## config.mk

```make
export PLATFORM = sky130hd
export DESIGN_NAME = trig_timer_top
export DESIGN_NICKNAME = d
export VERILOG_FILES = /design/src/rtl/tmr_pkg.sv /design/src/rtl/trig_sync.sv /design/src/rtl/tmr_ctrl_regs.sv /design/src/rtl/tmr_count_core.sv /design/src/rtl/trig_timer_top.sv
export SDC_FILE = /design/constraint.sdc
export NUM_CORES = 1
export LEC_CHECK = 0
export ABC_AREA = 1
export BUFFER_PORTS_ARGS = -buffer_cell sky130_fd_sc_hd__buf_2
export CAP_MARGIN = 30
export CORE_ASPECT_RATIO = 0.8
export CORE_MARGIN = 5
export CORE_UTILIZATION = 50
export CTS_CLUSTER_SIZE = 24
export DETAILED_ROUTE_END_ITERATION = 10
export PLACE_DENSITY = 0.71
export SETUP_SLACK_MARGIN = 0.4
export SLEW_MARGIN = 15
export SYNTH_ARGS = -nofsm -noshare
export SYNTH_HDL_FRONTEND = slang
export SYNTH_SLANG_ARGS = --single-unit
```

## constraint.sdc

```tcl
create_clock -name clk -period 2.5 [get_ports clk]
set_input_delay 0.125 -clock clk [delete_from_list [all_inputs] [get_ports clk]]
set_output_delay 0.125 -clock clk [all_outputs]
set_load 0.01 [all_outputs]
```

## src/rtl/tmr_pkg.sv

```systemverilog
package tmr_pkg;

    typedef enum logic [2:0] {
        MODE_FREE  = 3'd0,
        MODE_GATED = 3'd5,
        MODE_TRIG  = 3'd6
    } slave_mode_e;

    typedef enum logic [1:0] {
        REG_CTRL   = 2'd0,
        REG_RELOAD = 2'd1,
        REG_COUNT  = 2'd2
    } reg_sel_e;

    localparam int CTRL_EN_BIT   = 0;
    localparam int CTRL_DIR_BIT  = 1;
    localparam int CTRL_MODE_LSB = 4;
    localparam int CTRL_MODE_W   = 3;
    localparam int CTRL_USED_W   = CTRL_MODE_LSB + CTRL_MODE_W;

    typedef struct packed {
        slave_mode_e mode;
        logic        dir;
        logic        en;
    } ctrl_t;

    function automatic logic mode_is_legal(input logic [CTRL_MODE_W-1:0] code);
        return (code == MODE_FREE) || (code == MODE_GATED) || (code == MODE_TRIG);
    endfunction

endpackage

```

## src/rtl/trig_sync.sv

```systemverilog
module trig_sync #(
    parameter int STAGES = 2
) (
    input  logic clk,
    input  logic rst,
    input  logic trig_i,
    output logic level_o,
    output logic rise_o
);
    logic [STAGES-1:0] chain_q;
    logic              prev_q;

    generate
        if (STAGES == 1) begin : g_single
            always_ff @(posedge clk) begin
                if (rst) chain_q <= '0;
                else     chain_q <= trig_i;
            end
        end else begin : g_multi
            always_ff @(posedge clk) begin
                if (rst) chain_q <= '0;
                else     chain_q <= {chain_q[STAGES-2:0], trig_i};
            end
        end
    endgenerate

    always_ff @(posedge clk) begin
        if (rst) prev_q <= 1'b0;
        else     prev_q <= chain_q[STAGES-1];
    end

    assign level_o = chain_q[STAGES-1];
    assign rise_o  = chain_q[STAGES-1] & ~prev_q;

endmodule

```

## src/rtl/tmr_ctrl_regs.sv

```systemverilog
module tmr_ctrl_regs
    import tmr_pkg::*;
#(
    parameter int CNT_W = 16
) (
    input  logic             clk,
    input  logic             rst,
    input  logic             wr_en,
    input  logic [1:0]       wr_addr,
    input  logic [CNT_W-1:0] wr_data,
    input  logic             hw_start_i,
    output ctrl_t            ctrl_o,
    output logic [CNT_W-1:0] reload_o
);
    ctrl_t            ctrl_q;
    logic [CNT_W-1:0] reload_q;
    logic             ctrl_wr;
    logic [CTRL_MODE_W-1:0] new_mode;

    assign ctrl_wr  = wr_en && (wr_addr == REG_CTRL);
    assign new_mode = wr_data[CTRL_MODE_LSB +: CTRL_MODE_W];

    always_ff @(posedge clk) begin
        if (rst) begin
            ctrl_q   <= '{mode: MODE_FREE, dir: 1'b0, en: 1'b0};
            reload_q <= '1;
        end else begin
            if (ctrl_wr) begin
                ctrl_q.en  <= wr_data[CTRL_EN_BIT];
                ctrl_q.dir <= wr_data[CTRL_DIR_BIT];
                if (mode_is_legal(new_mode))
                    ctrl_q.mode <= slave_mode_e'(new_mode);
            end else if (hw_start_i && ctrl_q.mode == MODE_TRIG) begin
                ctrl_q.en <= 1'b1;
            end
            if (wr_en && wr_addr == REG_RELOAD)
                reload_q <= wr_data;
        end
    end

    assign ctrl_o   = ctrl_q;
    assign reload_o = reload_q;

    assert_bad_mode_kept_R3: assert property (@(posedge clk) disable iff (rst)
        (ctrl_wr && !mode_is_legal(new_mode)) |=> $stable(ctrl_q.mode));

    assert_hw_start_sets_en_R7: assert property (@(posedge clk) disable iff (rst)
        (hw_start_i && ctrl_q.mode == MODE_TRIG && !ctrl_wr) |=> ctrl_q.en);

endmodule

```

## src/rtl/tmr_count_core.sv

```systemverilog
module tmr_count_core #(
    parameter int CNT_W = 16
) (
    input  logic             clk,
    input  logic             rst,
    input  logic             run_i,
    input  logic             dir_i,
    input  logic             load_i,
    input  logic [CNT_W-1:0] load_val_i,
    input  logic [CNT_W-1:0] reload_i,
    output logic [CNT_W-1:0] count_o,
    output logic             upd_o
);
    logic [CNT_W-1:0] cnt_q;
    logic             upd_q;

    always_ff @(posedge clk) begin
        if (rst) begin
            cnt_q <= '0;
            upd_q <= 1'b0;
        end else begin
            upd_q <= 1'b0;
            if (load_i) begin
                cnt_q <= load_val_i;
            end else if (run_i) begin
                if (!dir_i) begin
                    if (cnt_q == reload_i) begin
                        cnt_q <= '0;
                        upd_q <= 1'b1;
                    end else begin
                        cnt_q <= cnt_q + 1'b1;
                    end
                end else begin
                    if (cnt_q == '0) begin
                        cnt_q <= reload_i;
                        upd_q <= 1'b1;
                    end else begin
                        cnt_q <= cnt_q - 1'b1;
                    end
                end
            end
        end
    end

    assign count_o = cnt_q;
    assign upd_o   = upd_q;

    assert_wrap_target_R9: assert property (@(posedge clk) disable iff (rst)
        upd_q |-> (cnt_q == ($past(dir_i) ? $past(reload_i) : '0)));

endmodule

```

## src/rtl/trig_timer_top.sv

```systemverilog
module trig_timer_top
    import tmr_pkg::*;
#(
    parameter int CNT_W       = 16,
    parameter int SYNC_STAGES = 2
) (
    input  logic             clk,
    input  logic             rst,
    input  logic             wr_en,
    input  logic [1:0]       wr_addr,
    input  logic [CNT_W-1:0] wr_data,
    input  logic [1:0]       rd_addr,
    output logic [CNT_W-1:0] rd_data,
    input  logic             trig_in,
    output logic             upd_o
);
    localparam int PAD_W = CNT_W - CTRL_USED_W;

    logic             trig_lvl, trig_rise;
    ctrl_t            ctrl;
    logic [CNT_W-1:0] reload, count;
    logic             run, load;

    trig_sync #(.STAGES(SYNC_STAGES)) u_sync (
        .clk(clk), .rst(rst), .trig_i(trig_in),
        .level_o(trig_lvl), .rise_o(trig_rise)
    );

    tmr_ctrl_regs #(.CNT_W(CNT_W)) u_regs (
        .clk(clk), .rst(rst), .wr_en(wr_en), .wr_addr(wr_addr),
        .wr_data(wr_data), .hw_start_i(trig_rise),
        .ctrl_o(ctrl), .reload_o(reload)
    );

    assign run  = ctrl.en && ((ctrl.mode != MODE_GATED) || trig_lvl);
    assign load = wr_en && (wr_addr == REG_COUNT);

    tmr_count_core #(.CNT_W(CNT_W)) u_core (
        .clk(clk), .rst(rst), .run_i(run), .dir_i(ctrl.dir),
        .load_i(load), .load_val_i(wr_data), .reload_i(reload),
        .count_o(count), .upd_o(upd_o)
    );

    always_comb begin
        case (rd_addr)
            REG_CTRL:   rd_data = {{PAD_W{1'b0}}, ctrl.mode, 2'b00, ctrl.dir, ctrl.en};
            REG_RELOAD: rd_data = reload;
            REG_COUNT:  rd_data = count;
            default:    rd_data = '0;
        endcase
    end

    assert_disabled_holds_R4: assert property (@(posedge clk) disable iff (rst)
        (!ctrl.en && !load) |=> $stable(count));

    assert_gate_low_holds_R6: assert property (@(posedge clk) disable iff (rst)
        (ctrl.mode == MODE_GATED && !trig_lvl && !load) |=> $stable(count));

endmodule

```

==> run_results.csv <==
group,metric,value,unit
min_path,holdPathEnd,"u_sync.chain_q[0]",
synthesis,synthesis.area,3200,sq um
synthesis,synth_seq_cells,41,
sta,grt_setup_unrepaired,"no",
sta,finalWorstSetupSlack,623,ps
sta,hold_ws,27.0,ps
critical_path,crit_chain,"inv_1 > ha_1 > nand2_1 > nor2_1 > nand2_4 > or2_2 > nand3_1 > nand2_1 > nand2_1 > a21oi_1",
drt,vias_per_cell,5.68,
global_route,grtUsageMet1,35.4,%
placed_design,portBuffers,40,
sta,fin_crit_sh,75.1,%
die,fp.dieW,99.5,um
critical_path,setup.worst_path.end_class,"register",
critical_path,r2r_setup_slack,620,ps
layout,syn2layout_area_growth,9.07,%
clock_network,insertion_delay,300,ps
critical_path,crit_path_max_fanout,21,
sta,fin_setup_tns,0,ps
clock_network,cts_resized,0,
critical_path,r2r_end,"u_core.count_o[10]",
die,io_pins,41,
global_route,grt_max_degree,22,
synthesis,synth_edf_count,0,
clock_network,ctsHoldBuffers,0,
power,power_density,499,nW/um^2
synthesis,synth_cells,502,
min_path,hold_path.class,"primary input to register",
critical_path,cp_top_family,"simple AND/OR/NAND/NOR gates",
critical_path,cp_data_arrival_time,2060,ps
synthesis,ys_types,38,
layout,nNetsFinal,554,
layout,drive_gt1_share,17.6,%
placed_design,globalplace.congestion,0.993,
drt,vias,3479,
critical_path,slowest_stage,"dfxtp_1",
synthesis,synthTopCellsByCount,"nand2_1 (127), inv_1 (56), dfxtp_1 (41), nor2_1 (39), nand3_1 (38)",
synthesis,yosys_warnings,0,
synthesis,yosysTopAreaCell,"dfxtp_1",
global_route,grt_pass1_vias,3072,
clock_network,cts_tree,"done",
sta,layout_min_cycle_time,1880,ps
clock_network,cts_buffers,5,
global_route,grt_pass1_wl,15.7,mm
clock_network,post_cts.repair.setup_buffers,0,
clock_network,cts_sinks,41,
power,p_leak,1.64,nW
global_route,gr-usage-met2,36.9,%
global_route,busiest_layer,"met2",
drt,remaining_drc_errors,0,
critical_path,crit_top_cell,"nand2_1",
die,fp.dieH,81.6,um
flow_run,maxCapViolCount,0,
synthesis,synth_most_common_cell,"nand2_1",
clock_network,ctsHtreeMaxLevel,2,
synthesis,synth_top_flop_cell,"dfxtp_1",
drt,ant_nets,0,
die,core_area,6310,sq um
global_route,grt.met3_usage,3.90,%
synthesis,yosysSeqAreaShare,25.6,%
drt,wl_per_cell,15.8,um
drt,wl,9.64,mm
sta,setup_violations,0,
synthesis,synth-async-reset-ratio,0,%
critical_path,rr_worst_depth,10,
critical_path,r2r-start,"u_core.count_o[1]",
synthesis,syn-num-nets,529,
power,peakVddDrop,0.286,mV
placed_design,hpwl,7.23,mm
sta,maxSlewHeadroom,60.8,%
die,start_util,50.7,%
sta,hold_viol,0,
global_route,antenna_found_initial,0,
clock_network,cts_root_buf,"clkbuf_8",
sta,fin_skew,15.2,ps
critical_path,startpoint,"u_core.count_o[1]",
synthesis,synthTopCellsByArea,"dfxtp_1 (26%), nand2_1 (15%), inv_1 (6.6%), xor2_1 (6.6%), nand3_1 (5.9%)",
sta,slew_violations,0,
synthesis,synth_top_area_share,25.6,%
global_route,track_usage,24.2,%
critical_path,cpPeakStageDelay,350,ps
critical_path,critPathRequiredTime,2680,ps
drt,first_pass_iters,5,
sta,worstMarginPinSlew,587,ps
status,status,"finished, final reports clean",
sta,max_freq,533,MHz
global_route,grt.overflow.total,0,
critical_path,critPathKind,"register to register",
placed_design,preCtsSetupSlack,579,ps
drt,drt_iter0_drc,376,
synthesis,avgSynthCellArea,6.38,sq um
min_path,hold_path_depth,3,
layout,diodes,0,
critical_path,crit_buf_inv,1,
critical_path,startpoint_type,"register",
die,fp-row-count,26,
clock_network,clkTransAtPathRegs,90,ps
die,dieArea,8110,sq um
clock_network,cts.path.max_buffers,2,
min_path,min_from,"trig_in",
-- worst min-delay path, delay by kind of cell --
| kind | cells | cell delay (ps) |
|---|---|---|
| buffers and inverters | 2 | 130 |
| and+or+nand+nor | 1 | 30 |
-- cell families after synthesis --
family          synth area share (%)
xor+xnor                        6.84
fa+ha+maj                       1.17
compound gates                  18.9
flops                           25.6
buf+inv                         12.3
simple gates                    35.1
-- sequential cells by signal, summed over array words and instances (netlist names) --
signal,cells
u_core.count_o,16
u_regs.reload_o,16
u_regs.ctrl_o,5
u_sync.chain_q,2
u_core.upd_o,1
u_sync.prev_q,1
-- area by class of cell --
class                      instances  area [sq um]
clock buffer                       6          82.6
clock inverter                     2          13.8
fill                             664          2820
inverter                          62           234
multi-input combinational        371          1990
sequential                        41           821
tap                               84           105
timing repair buffer              46           245
-- where the power goes --
part,internal (W),leakage (nW),switching (W),total (W)
sequential,0.000687,0.336,0.0000545,0.000742
clock,0.000224,0.0512,0.000251,0.000475
combinational,0.000185,1.25,0.000342,0.000527
total,0.00110,1.64,0.000648,0.00174
-- per-layer routing --
layer,wire (um),up-vias,part of all wire [%]
li1,-,1696,-
met4,113,0,1.2
met5,0,-,0
met2,4090,171,42
met3,867,13,9.0
met1,4570,1599,47
-- cell usage in the layout, fill, tap and decap left out, types with 12 or more instances in the layout --
| master | Yosys | routed |
|---|---|---|
| nand2_1 | 127 | 127 |
| inv_1 | 56 | 56 |
| dfxtp_1 | 41 | 41 |
| buf_2 | 8 | 40 |
| nor2_1 | 39 | 39 |
| nand3_1 | 38 | 38 |
| o21ai_0 | 27 | 27 |
| xor2_1 | 24 | 24 |
| a21oi_1 | 15 | 15 |
| o211ai_1 | 14 | 14 |
| o22ai_1 | 12 | 12 |
-- per-stage QoR --
step | area, sq um | total power, W | instances | util [%]
finish | 3490 | 0.00174 | 612 | 55.3
floorplan | 3200 | 0.00114 | 502 | -
detailed placement | 3390 | 0.00127 | 604 | 53.7
global placement | 3390 | 0.00126 | 604 | 53.7
global route | 3490 | 0.00185 | 612 | 55.3
CTS | 3490 | 0.00174 | 612 | 55.3
-- worst max path at each step --
| stage | end | slack, ps | depth (start not counted) |
|---|---|---|---|
| 6_report | u_core.count_o[10] | 620 | 10 |
| 5_1_grt | u_core.count_o[14] | 480 | 11 |
| 4_1_cts | u_core.count_o[10] | 570 | 10 |
| 3_5_place_dp | u_core.count_o[10] | 580 | 10 |
| 3_3_place_gp | u_core.count_o[10] | 640 | 10 |
| 2_1_floorplan | u_core.count_o[13] | 1010 | 12 |
(Power assumes the default switching activity.)
